## config.mk

```make
export PLATFORM = sky130hd
export DESIGN_NAME = cmp_pwm_timer
export DESIGN_NICKNAME = d
export VERILOG_FILES = /design/src/rtl/cmp_pwm_pkg.sv /design/src/rtl/cmp_pwm_regs.sv /design/src/rtl/cmp_pwm_counter.sv /design/src/rtl/cmp_pwm_outgen.sv /design/src/rtl/cmp_pwm_timer.sv
export SDC_FILE = /design/constraint.sdc
export NUM_CORES = 1
export LEC_CHECK = 0
export ABC_CLOCK_PERIOD_IN_PS = 3100
export CAP_MARGIN = 0
export CORE_ASPECT_RATIO = 1.2
export CORE_MARGIN = 4
export CORE_UTILIZATION = 55
export DETAILED_ROUTE_END_ITERATION = 16
export PLACE_DENSITY = 0.85
export REMOVE_ABC_BUFFERS = 1
export SYNTH_ARGS = -nofsm -noshare
export SYNTH_HDL_FRONTEND = slang
export SYNTH_SLANG_ARGS = --single-unit
```

## constraint.sdc

```tcl
create_clock -name clk_i -period 3.1 [get_ports clk_i]
set_input_delay 0.31 -clock clk_i [delete_from_list [all_inputs] [get_ports clk_i]]
set_output_delay 0.31 -clock clk_i [all_outputs]
set_load 0.05 [all_outputs]
```

## src/rtl/cmp_pwm_pkg.sv

```systemverilog
package cmp_pwm_pkg;
  localparam int unsigned ADDR_W = 2;

  typedef enum logic [ADDR_W-1:0] {
    REG_CTRL = 2'd0,
    REG_CMPA = 2'd1,
    REG_CMPB = 2'd2,
    REG_CNT  = 2'd3
  } reg_addr_e;

  typedef struct packed {
    logic invert;
    logic buf_sel;
    logic run;
  } ctrl_t;

  localparam int unsigned CTRL_W = $bits(ctrl_t);
endpackage

```

## src/rtl/cmp_pwm_regs.sv

```systemverilog
module cmp_pwm_regs
  import cmp_pwm_pkg::*;
#(
  parameter int unsigned CNT_W = 16
) (
  input  logic              clk_i,
  input  logic              rst_ni,
  input  logic              we_i,
  input  logic [ADDR_W-1:0] addr_i,
  input  logic [CNT_W-1:0]  wdata_i,
  input  logic [CNT_W-1:0]  cnt_i,
  input  logic              load_i,
  output logic [CNT_W-1:0]  rdata_o,
  output ctrl_t             ctrl_o,
  output logic [CNT_W-1:0]  cmp_a_o,
  output logic [CNT_W-1:0]  cmp_b_o
);
  ctrl_t            ctrl_q;
  logic [CNT_W-1:0] cmp_a_q, cmp_b_q, cmp_b_buf_q;
  logic             wr_ctrl, wr_a, wr_b;

  assign wr_ctrl = we_i && (addr_i == REG_CTRL);
  assign wr_a    = we_i && (addr_i == REG_CMPA);
  assign wr_b    = we_i && (addr_i == REG_CMPB);

  always_ff @(posedge clk_i or negedge rst_ni) begin
    if (!rst_ni) begin
      ctrl_q  <= '0;
      cmp_a_q <= '0;
    end else begin
      if (wr_ctrl) ctrl_q  <= ctrl_t'(wdata_i[CTRL_W-1:0]);
      if (wr_a)    cmp_a_q <= wdata_i;
    end
  end

  // active period: buffered transfer on match, else direct write
  always_ff @(posedge clk_i or negedge rst_ni) begin
    if (!rst_ni) begin
      cmp_b_q     <= '0;
      cmp_b_buf_q <= '0;
    end else begin
      if (load_i && ctrl_q.buf_sel)       cmp_b_q <= cmp_b_buf_q;
      else if (wr_b && !ctrl_q.buf_sel)   cmp_b_q <= wdata_i;
      if (wr_b && ctrl_q.buf_sel)         cmp_b_buf_q <= wdata_i;
    end
  end

  always_comb begin
    rdata_o = '0;
    unique case (addr_i)
      REG_CTRL: rdata_o = CNT_W'(ctrl_q);
      REG_CMPA: rdata_o = cmp_a_q;
      REG_CMPB: rdata_o = ctrl_q.buf_sel ? cmp_b_buf_q : cmp_b_q;
      REG_CNT:  rdata_o = cnt_i;
      default:  rdata_o = '0;
    endcase
  end

  assign ctrl_o  = ctrl_q;
  assign cmp_a_o = cmp_a_q;
  assign cmp_b_o = cmp_b_q;
endmodule

```

## src/rtl/cmp_pwm_counter.sv

```systemverilog
module cmp_pwm_counter #(
  parameter int unsigned CNT_W = 16
) (
  input  logic             clk_i,
  input  logic             rst_ni,
  input  logic             run_i,
  input  logic             tick_i,
  input  logic [CNT_W-1:0] cmp_a_i,
  input  logic [CNT_W-1:0] cmp_b_i,
  output logic [CNT_W-1:0] cnt_o,
  output logic             hit_a_o,
  output logic             hit_b_o
);
  logic [CNT_W-1:0] cnt_q;
  logic             adv;

  assign adv     = run_i && tick_i;
  assign hit_b_o = adv && (cnt_q == cmp_b_i);
  assign hit_a_o = adv && (cnt_q == cmp_a_i);

  always_ff @(posedge clk_i or negedge rst_ni) begin
    if (!rst_ni)      cnt_q <= '0;
    else if (hit_b_o) cnt_q <= '0;
    else if (adv)     cnt_q <= cnt_q + 1'b1;
  end

  assign cnt_o = cnt_q;
endmodule

```

## src/rtl/cmp_pwm_outgen.sv

```systemverilog
module cmp_pwm_outgen (
  input  logic clk_i,
  input  logic rst_ni,
  input  logic invert_i,
  input  logic hit_a_i,
  input  logic hit_b_i,
  output logic irq_o,
  output logic tmr_o
);
  always_ff @(posedge clk_i or negedge rst_ni) begin
    if (!rst_ni) begin
      irq_o <= 1'b0;
      tmr_o <= 1'b0;
    end else begin
      irq_o <= hit_b_i;
      // period edge has priority over duty edge
      if (hit_b_i)      tmr_o <= invert_i;
      else if (hit_a_i) tmr_o <= ~invert_i;
    end
  end
endmodule

```

## src/rtl/cmp_pwm_timer.sv

```systemverilog
module cmp_pwm_timer
  import cmp_pwm_pkg::*;
#(
  parameter int unsigned CNT_W = 16
) (
  input  logic              clk_i,
  input  logic              rst_ni,
  input  logic              bus_we_i,
  input  logic [ADDR_W-1:0] bus_addr_i,
  input  logic [CNT_W-1:0]  bus_wdata_i,
  output logic [CNT_W-1:0]  bus_rdata_o,
  input  logic              tick_i,
  output logic              irq_o,
  output logic              tmr_o
);
  ctrl_t            ctrl;
  logic [CNT_W-1:0] cnt, cmp_a, cmp_b;
  logic             hit_a, hit_b;

  cmp_pwm_regs #(.CNT_W(CNT_W)) u_regs (
    .clk_i   (clk_i),
    .rst_ni  (rst_ni),
    .we_i    (bus_we_i),
    .addr_i  (bus_addr_i),
    .wdata_i (bus_wdata_i),
    .cnt_i   (cnt),
    .load_i  (hit_b),
    .rdata_o (bus_rdata_o),
    .ctrl_o  (ctrl),
    .cmp_a_o (cmp_a),
    .cmp_b_o (cmp_b)
  );

  cmp_pwm_counter #(.CNT_W(CNT_W)) u_cnt (
    .clk_i   (clk_i),
    .rst_ni  (rst_ni),
    .run_i   (ctrl.run),
    .tick_i  (tick_i),
    .cmp_a_i (cmp_a),
    .cmp_b_i (cmp_b),
    .cnt_o   (cnt),
    .hit_a_o (hit_a),
    .hit_b_o (hit_b)
  );

  cmp_pwm_outgen u_out (
    .clk_i    (clk_i),
    .rst_ni   (rst_ni),
    .invert_i (ctrl.invert),
    .hit_a_i  (hit_a),
    .hit_b_i  (hit_b),
    .irq_o    (irq_o),
    .tmr_o    (tmr_o)
  );
endmodule

```

==> out/results.txt, run 1 <==
The run finished with clean final reports. The sequential share of the synthesized area was 0.4486. The overall global routing resource usage was 0.2387. Detailed placement finished with a half-perimeter wire length of 6.679 mm. In this run the tool buffered the top-level ports with 39 buffer cells. During synthesis, Yosys emitted a total of 0 warnings. The average instance in the mapped netlist occupies 10.96 µm². The netlist area before placement was 0.003849 mm²; the average wire per cell in the routed design was 19.64 µm. The number of cells traversed by the worst register-to-register path is 5, and the pre-CTS setup slack is 0.4670 ns.

Dividing the detail-routed via count by the number of cells gives 6.042. For the required time at the endpoint of the critical path, the log shows 3.32 ns. STA classifies the critical path endpoint as a flip-flop. Dividing total power by cell area gives a power density of 639.6 mW/mm². The logs give 33 for the number of standard-cell rows in the floorplan and 0 for the number of hold violations in the final report. In this run the clock root is driven by a sky130_fd_sc_hd__clkbuf_8.

The slack of the critical path was 0.4165 ns. The highest metal layer used by the detailed router was met4. The share of the core filled with cells is 0.6751, and the CTS H-tree depth is 3. Broken down by cell family, the worst path's largest delay share belongs to simple AND/OR/NAND/NOR gates.

The DRC violation count after routing was 0. The routed design has 9.386 mm of wire. In this run the critical register-to-register path is launched from u_cnt.cnt_o[3]. Along the worst path, the maximum fanout reaches 16. STA classifies the critical path startpoint as a flip-flop. Setup repair after global routing left no endpoint under its margin. The first global-routing pass estimated 15.61 mm of wire.

The critical path in this run is classified as flip-flop to flip-flop. The area inside the core boundary was 0.006813 mm². The worst reg-to-reg setup slack is 0.42 ns, and the number of primary I/O pins is 40. For the sequential share of power, the log shows 0.457. The analysis attributes to cell leakage a power of 0.002057 µW. The detail route stage leaves a number of antenna-violating nets equal to 0. The source-to-sink clock delay at the later pin of the worst-skew pair was 0.34 ns.

Clock tree synthesis inserted a total of 9 buffers. For the largest net degree at the start of global routing, the log shows 53. The number of antenna violations at the first check in global routing was 0; the register bit total from synthesis was 69. The shortest period the worst path allows was 2.683 ns; the gate count of the mapped netlist was 351.

The critical path goes through xor2_1 -> or4_4 -> nor4_2 -> a31oi_2 -> a221o_1. Counting every sink on the clock net gives 69. TritonCTS built the clock tree. The share of final-layout standard cells stronger than drive strength 1 was 0.1560. Internal portion of total power: 1874 µW. The endpoint identified for the worst register-to-register timing path is u_regs.cmp_b_o[11]. The via count of the first global-routing pass is 3034.

The initial core utilization came out at 0.5649. The run gives 2.90 ns as the worst endpoint data arrival time. The transition time at the pin with the least slew margin is 1.016 ns, and the final layout net count is 411. In this run, the number of DRC markers left after iteration 0 of detailed routing was 214. The net switching share of the total power was 0.3629; the total via count after detailed routing was 2888. The final clock skew was 0.01009 ns; the post-CTS setup repair buffer count was 0. The congestion estimate from routability-driven global placement came to 0.9238. The total overflow left after global routing is 0.

The diode insertion count for antenna repair is 0, and the headroom to the max-slew limit is 0.3207. The number of pins with negative max-slew slack in the final report is 0. Setup total negative slack on the finished layout was measured at 0 ns. Height of the die: 99.64 µm. The biggest cell delay along the critical path came out at 0.55 ns. Compared with the post-synthesis result, the final layout area differs by 19.51%. Setup violations remaining at the end of the flow were counted as 0. The net switching component of the power is 1068 µW, and the overall die width is 84.37 µm. The path class of the tightest hold or removal check is input pin to async pin. The final clock period utilization by the worst path was 0.8656. Max-cap violations in this run came to 0.

The run gives 0.200 as the part of the power in the clock network. After clock tree synthesis, the clock-pin slew on the worst setup and hold paths is 0.07 ns. The critical path contains buffers and inverters numbering 0 combined. The combinational fraction of design power was 0.343.

The final cell count without fillers was 478; the post-route met1 wirelength was 3.729 mm. The first TritonRoute pass finished after 5 iterations. The logs give 2 for the buffer depth of the longest clock path and 4.829 mm for the met2 routed wirelength. For the highest clock frequency the design can meet, the log shows 372.6 MHz. The floorplan step defined a die boundary enclosing 0.008406 mm².

The tightest hold path in the finished design has a slack of 0.4223 ns. The worst supply voltage drop on vdd was 454.8 µV; the distinct cell type count after synthesis was 40. The standard cell with the maximum stage delay on the critical path was sky130_fd_sc_hd__or4_4.

In the detailed route, the total length drawn on met3 is 607 µm. The number of placed instances, taps included, is 463.
## routing by layer
| layer | global-route usage | vias to the layer above |
|---|---|---|
| li1 | - | 1326 |
| met1 | 0.3034 | 1444 |
| met2 | 0.4070 | 100 |
| met3 | 0.05468 | 18 |
| met4 | 0.07430 | 0 |
| met5 | 0 | - |
## logic make-up after synthesis
| family | count (synthesis) | share of synthesized area |
|---|---|---|
| mux | 54 | 0.1625 |
| xor+xnor | 46 | 0.1047 |
| simple gates | 104 | 0.1427 |
| compound gates | 48 | 0.1014 |
| buf+inv | 29 | 0.03673 |
| flops | 69 | 0.4486 |
| fa+ha+maj | 1 | 0.003250 |
## power by group through the flow
stage	clock [µW]	combinational [µW]	sequential, µW
floorplan	0	653	1300
global placement	0	977	1330
detailed placement	0	1000	1360
CTS	599	1010	1340
global route	641	1080	1370
finish	589	1010	1340
## state kept, by name, summed over array words and instances (netlist names)
register / flops
u_cnt.cnt_o: 16
u_out.irq_o: 1
u_out.tmr_o: 1
u_regs.cmp_a_o: 16
u_regs.cmp_b_buf_q: 16
u_regs.cmp_b_o: 16
u_regs.ctrl_o: 3
## layout make-up
cell class | count | area (µm²)
Fill cell | 514 | 2213
Sequential cell | 69 | 1727
Clock buffer | 11 | 131.4
Multi-Input combinational cell | 253 | 1987
Clock inverter | 3 | 15.01
Tap cell | 87 | 108.9
Timing Repair Buffer | 55 | 630.6
## synth_stat cells
master / n / area [µm²]
sky130_fd_sc_hd__o21ai_1: 15 / 75.07
sky130_fd_sc_hd__a221o_1: 16 / 160.2
sky130_fd_sc_hd__and4_1: 1 / 8.760
sky130_fd_sc_hd__buf_2: 5 / 25.02
sky130_fd_sc_hd__ha_1: 1 / 12.51
sky130_fd_sc_hd__a22o_1: 13 / 113.9
sky130_fd_sc_hd__dfrtp_1: 69 / 1727
sky130_fd_sc_hd__or2_1: 1 / 6.260
sky130_fd_sc_hd__and3_1: 2 / 12.51
sky130_fd_sc_hd__nor3b_1: 1 / 7.510
sky130_fd_sc_hd__buf_6: 3 / 33.78
sky130_fd_sc_hd__o221a_1: 1 / 11.26
sky130_fd_sc_hd__xnor2_1: 9 / 78.83
sky130_fd_sc_hd__a31oi_2: 1 / 12.51
sky130_fd_sc_hd__mux2i_1: 13 / 130.1
sky130_fd_sc_hd__mux2_1: 29 / 326.6
sky130_fd_sc_hd__nor3_1: 2 / 10.01
sky130_fd_sc_hd__xor2_1: 37 / 324.1
sky130_fd_sc_hd__buf_1: 1 / 3.750
sky130_fd_sc_hd__a211o_1: 1 / 8.760
sky130_fd_sc_hd__clkbuf_1: 19 / 71.32
sky130_fd_sc_hd__mux4_2: 3 / 67.56
sky130_fd_sc_hd__nor2b_1: 1 / 6.260
sky130_fd_sc_hd__or4_1: 2 / 15.01
sky130_fd_sc_hd__buf_4: 1 / 7.510
sky130_fd_sc_hd__nor4_1: 7 / 43.79
sky130_fd_sc_hd__nand3b_1: 1 / 7.510
sky130_fd_sc_hd__nand2_1: 27 / 101.4
sky130_fd_sc_hd__nand4_1: 6 / 37.54
sky130_fd_sc_hd__mux2_2: 9 / 101.4
sky130_fd_sc_hd__and2_1: 17 / 106.4
sky130_fd_sc_hd__a2111oi_0: 1 / 8.760
sky130_fd_sc_hd__and4bb_1: 1 / 12.51
sky130_fd_sc_hd__nor2_1: 23 / 86.33
sky130_fd_sc_hd__or4_4: 2 / 22.52
sky130_fd_sc_hd__nand3_1: 5 / 25.02
sky130_fd_sc_hd__nand2b_1: 2 / 12.51
sky130_fd_sc_hd__or3_1: 1 / 6.260
sky130_fd_sc_hd__nor4_2: 1 / 12.51
sky130_fd_sc_hd__nand4b_1: 1 / 8.760
## placed cells by master (no fill, tap or decap), types with 3 or more instances in the layout
cell | synthesis | final
sky130_fd_sc_hd__clkinv_2 | 0 | 3
sky130_fd_sc_hd__and2_1 | 17 | 17
sky130_fd_sc_hd__mux2_1 | 29 | 29
sky130_fd_sc_hd__xor2_1 | 37 | 37
sky130_fd_sc_hd__nand3_1 | 5 | 5
sky130_fd_sc_hd__mux2i_1 | 13 | 13
sky130_fd_sc_hd__clkdlybuf4s50_1 | 0 | 22
sky130_fd_sc_hd__nand2_1 | 27 | 27
sky130_fd_sc_hd__xnor2_1 | 9 | 9
sky130_fd_sc_hd__buf_4 | 1 | 18
sky130_fd_sc_hd__nor4_1 | 7 | 6
sky130_fd_sc_hd__dfrtp_1 | 69 | 69
sky130_fd_sc_hd__a22o_1 | 13 | 13
sky130_fd_sc_hd__clkbuf_8 | 0 | 9
sky130_fd_sc_hd__mux4_2 | 3 | 3
sky130_fd_sc_hd__buf_12 | 0 | 13
sky130_fd_sc_hd__nor2_1 | 23 | 23
sky130_fd_sc_hd__a221o_1 | 16 | 16
sky130_fd_sc_hd__o21ai_1 | 15 | 15
sky130_fd_sc_hd__mux2_2 | 9 | 9
sky130_fd_sc_hd__nand4_1 | 6 | 6
## worst max path at each step
stage	to	from	cells past startpoint
6_report	u_regs.cmp_b_o[11]	u_cnt.cnt_o[3]	5
5_1_grt	u_regs.cmp_b_o[7]	u_cnt.cnt_o[3]	5
4_1_cts	u_regs.cmp_b_o[11]	u_cnt.cnt_o[3]	5
3_5_place_dp	u_regs.cmp_b_o[3]	u_cnt.cnt_o[3]	5
3_3_place_gp	u_regs.cmp_b_o[13]	u_cnt.cnt_o[3]	5
2_1_floorplan	u_cnt.cnt_o[0]	u_cnt.cnt_o[3]	5
## per-stage QoR
step	total power, µW	area [µm²]
final	2942	4599
after global routing	3090	4599
after CTS	2951	4599
after floorplan	1949	3707
after detailed placement	2356	4443
after global placement	2312	4443
## what timing repair did
item                                    CTS  global route
hold buffers                              1             0
endpoints found under the setup margin    0             0
endpoints found under the hold margin    17             0
resized for setup                         0             0
Note: power is estimated with default switching activity, not from simulation.
==> run 2, diff against run 1 <==
--- a/config.mk
+++ b/config.mk
@@ -7,11 +7,13 @@
 export LEC_CHECK = 0
 export ABC_CLOCK_PERIOD_IN_PS = 3100
 export CAP_MARGIN = 0
+export CELL_PAD_IN_SITES_DETAIL_PLACEMENT = 2
+export CELL_PAD_IN_SITES_GLOBAL_PLACEMENT = 2
 export CORE_ASPECT_RATIO = 1.2
 export CORE_MARGIN = 4
-export CORE_UTILIZATION = 55
+export CORE_UTILIZATION = 38
 export DETAILED_ROUTE_END_ITERATION = 16
-export PLACE_DENSITY = 0.85
+export PLACE_DENSITY = 0.87
 export REMOVE_ABC_BUFFERS = 1
 export SYNTH_ARGS = -nofsm -noshare
 export SYNTH_HDL_FRONTEND = slang
==> run 2 against run 1 <==
Compared with the run above:
- non-clock buffer count fell by 3
- flip-flop and latch count stayed put
- sequential share of layout area is 1.8 points lower
- cell count is 7.9% higher
- final area grew 5.0%
- register-to-register slack worse by 0.15 ns
- first-iteration DRC count fell by 9.8%
- critical path depth unchanged
- global-route usage grew 0.75 points
==> out/results.txt, run 2 (synthesized netlist as in run 1, its figures left out) <==
The path class of the tightest hold or removal check is input pin to async pin. The overall die width is 99.87 µm (+18%). The logs give 0 (unchanged) for the number of hold violations in the final report and 193 (-9.8%) for the number of DRC markers after the initial detailed-route iteration. The via count of the first global-routing pass came out at 3498 (+15%). The number of primary I/O pins was 40 (unchanged); the final layout net count was 408 (-0.73%). The worst reg-to-reg setup slack was 0.26 ns (-0.15 ns); the pre-CTS setup slack was 0.3545 ns (-0.1125 ns). The run gives 13.77 mm (+47%) as the wire length after detailed routing. The worst endpoint data arrival time was 3.05 ns (+0.15 ns). For the number of max-capacitance violations reported, the log shows 0 (unchanged). Diode insertion count for antenna repair: 0 (unchanged). Worst hold slack after final layout: 0.07779 ns (-0.3445 ns).

For the reported leakage power, the log shows 0.002127 µW (+3.4%). The run gives 0 (-1) as the hold-fix buffer count after cts. Number of buffers inserted during clock tree synthesis: 9 (unchanged).

The logs give 0 (unchanged) for the DRC violation count after routing and 0 (unchanged) for the total of endpoints with negative setup slack in the final report. The total of cells resized after clock tree synthesis is 0 (unchanged). The share of final-layout standard cells stronger than drive strength 1 was 0.1590 (+0.002964). The shortest period the worst path allows is 2.836 ns (+0.1523 ns), and the buffer depth of the longest clock path is 2 (unchanged). The final clock skew is 0.006987 ns (-0.003100 ns), and the number of cells traversed by the worst register-to-register path is 5 (unchanged).

STA classifies the critical path startpoint as a flip-flop. In the layout the commonest cells are 69 x sky130_fd_sc_hd__dfrtp_1, 37 x sky130_fd_sc_hd__xor2_1, 29 x sky130_fd_sc_hd__mux2_1, 27 x sky130_fd_sc_hd__nand2_1, 23 x sky130_fd_sc_hd__nor2_1. The detailed-route vias per instance is 5.926 (-1.9%).

For the CTS H-tree depth, the log shows 3 (unchanged). The final-layout setup total negative slack was 0 ns (unchanged). The initial core utilization came out at 0.3864 (-0.1785).

The tools report the area inside the core boundary as 0.009960 mm² (+46%). Number of antenna-violating nets in the routed design: 0 (unchanged). The worst supply voltage drop on vdd was 479.8 µV (+5.5%); the final clock period utilization by the worst path was 0.9148 (+0.04914). The maximum net fanout on the critical path came out at 16 (unchanged). Required time at the endpoint of the critical path: 3.31 ns (about the same). The run gives 3058 (+5.9%) as the total via count after detailed routing. The number of I/O port buffers came out at 39 (unchanged).

TritonCTS built the clock tree. The clock-pin slew on the worst setup and hold paths was 0.06 ns (about the same). The number of sinks handled by clock tree synthesis is 69 (unchanged), and the transition time at the pin with the least slew margin is 1.181 ns (+0.1648 ns). The run gives 0 (unchanged) as the overflow left after global routing. The tools report the first-pass GRT wire length as 21.76 mm (+39%). The tools report the global placer's final weighted congestion as 0.8588 (-7.0%).

The tools report the number of pins with negative max-slew slack in the final report as 0 (unchanged). The source-to-sink clock delay at the later pin of the worst-skew pair was 0.34 ns (about the same); the die area was 0.01181 mm² (+40%). The headroom to the max-slew limit was 0.2105 (-0.1102). The slack of the critical path was 0.2642 ns (-0.1523 ns). The average wire per cell in the routed design was 26.68 µm (+36%); the number of standard-cell rows in the floorplan was 40 (+21%). The highest clock frequency the design can meet came out at 352.6 MHz (-5.4%).

The library cell used most frequently in the layout, excluding fill and tap cells, is sky130_fd_sc_hd__dfrtp_1. The endpoint identified for the worst register-to-register timing path is u_regs.cmp_b_o[12]. The overall global routing resource usage came out at 0.2463 (+0.007515).

The ratio of total power to cell area was 740.4 mW/mm² (+16%). The height of the die is 118.2 µm (+19%), and the detailed-routing iteration count for the pre-antenna-repair pass is 4 (-1). The startpoint identified for the worst register-to-register timing path is u_cnt.cnt_o[7]. The tools report the number of antenna violations at the first check in global routing as 0 (unchanged). The tools report the largest net degree at the start of global routing as 36 (-32%). The flow ran to the end, and the final reports show no timing, DRC or antenna violations. The worst setup path is of the flip-flop to flip-flop kind. Setup repair after global routing left no endpoint under its margin. Root buffer selected by CTS: sky130_fd_sc_hd__clkbuf_16. For the total half-perimeter wirelength after legalization and detailed placement, the log shows 9.072 mm (+36%). Post-CTS setup repair buffer count: 0 (unchanged). The tools report the type of destination of the critical path as a flip-flop. From synthesis to final layout, the design area changed by 25.42%.
==> run 2: through the flow <==
stage               power (µW)  instance area [µm²]    util  cells
floorplan                 1949                 3707       -    322
global placement          2370                 4514  0.4533    500
detailed placement        2453                 4514  0.4533    500
CTS                       3596                 4827  0.4847    516
global route              3733                 4827  0.4847    516
finish                    3574                 4827  0.4847    516
==> run 2: critical path, stage by stage (launching register included) <==
cell and delay [ns]:
sky130_fd_sc_hd__dfrtp_1 0.50, sky130_fd_sc_hd__xor2_1 0.22, sky130_fd_sc_hd__or4_1 0.60, sky130_fd_sc_hd__nor4_2 0.37
sky130_fd_sc_hd__a31oi_2 0.52, sky130_fd_sc_hd__a221o_1 0.48
==> run 2: worst max-delay path by stage <==
stage               cells after the start           start            endpoint  slack, ns
finish                                  5  u_cnt.cnt_o[7]  u_regs.cmp_b_o[12]       0.26
global route                            5  u_cnt.cnt_o[3]  u_regs.cmp_b_o[12]       0.18
CTS                                     5  u_cnt.cnt_o[7]  u_regs.cmp_b_o[12]       0.29
detailed placement                      5  u_cnt.cnt_o[3]  u_regs.cmp_b_o[14]       0.35
global placement                        5  u_cnt.cnt_o[3]  u_regs.cmp_b_o[12]       0.47
floorplan                               5  u_cnt.cnt_o[3]      u_cnt.cnt_o[0]       0.58
==> run 2: final cells by class <==
| type | count | area [µm²] |
|---|---|---|
| sequential | 69 | 1727 |
| clock inverter | 3 | 42.54 |
| timing repair buffer | 52 | 643.1 |
| fill | 987 | 5132 |
| multi-input combinational | 253 | 1987 |
| tap | 126 | 157.7 |
| clock buffer | 13 | 270.3 |
==> run 2: routing by layer <==
metal,track usage,part of all wire
met5,0,0
met3,0.05018,0.043
met2,0.4149,0.52
met1,0.2974,0.40
met4,0.1144,0.036
==> run 2: power by group <==
group	switching, µW	internal [µW]
clock network	401	688
registers	274	1100
logic	590	522
total	1260	2310
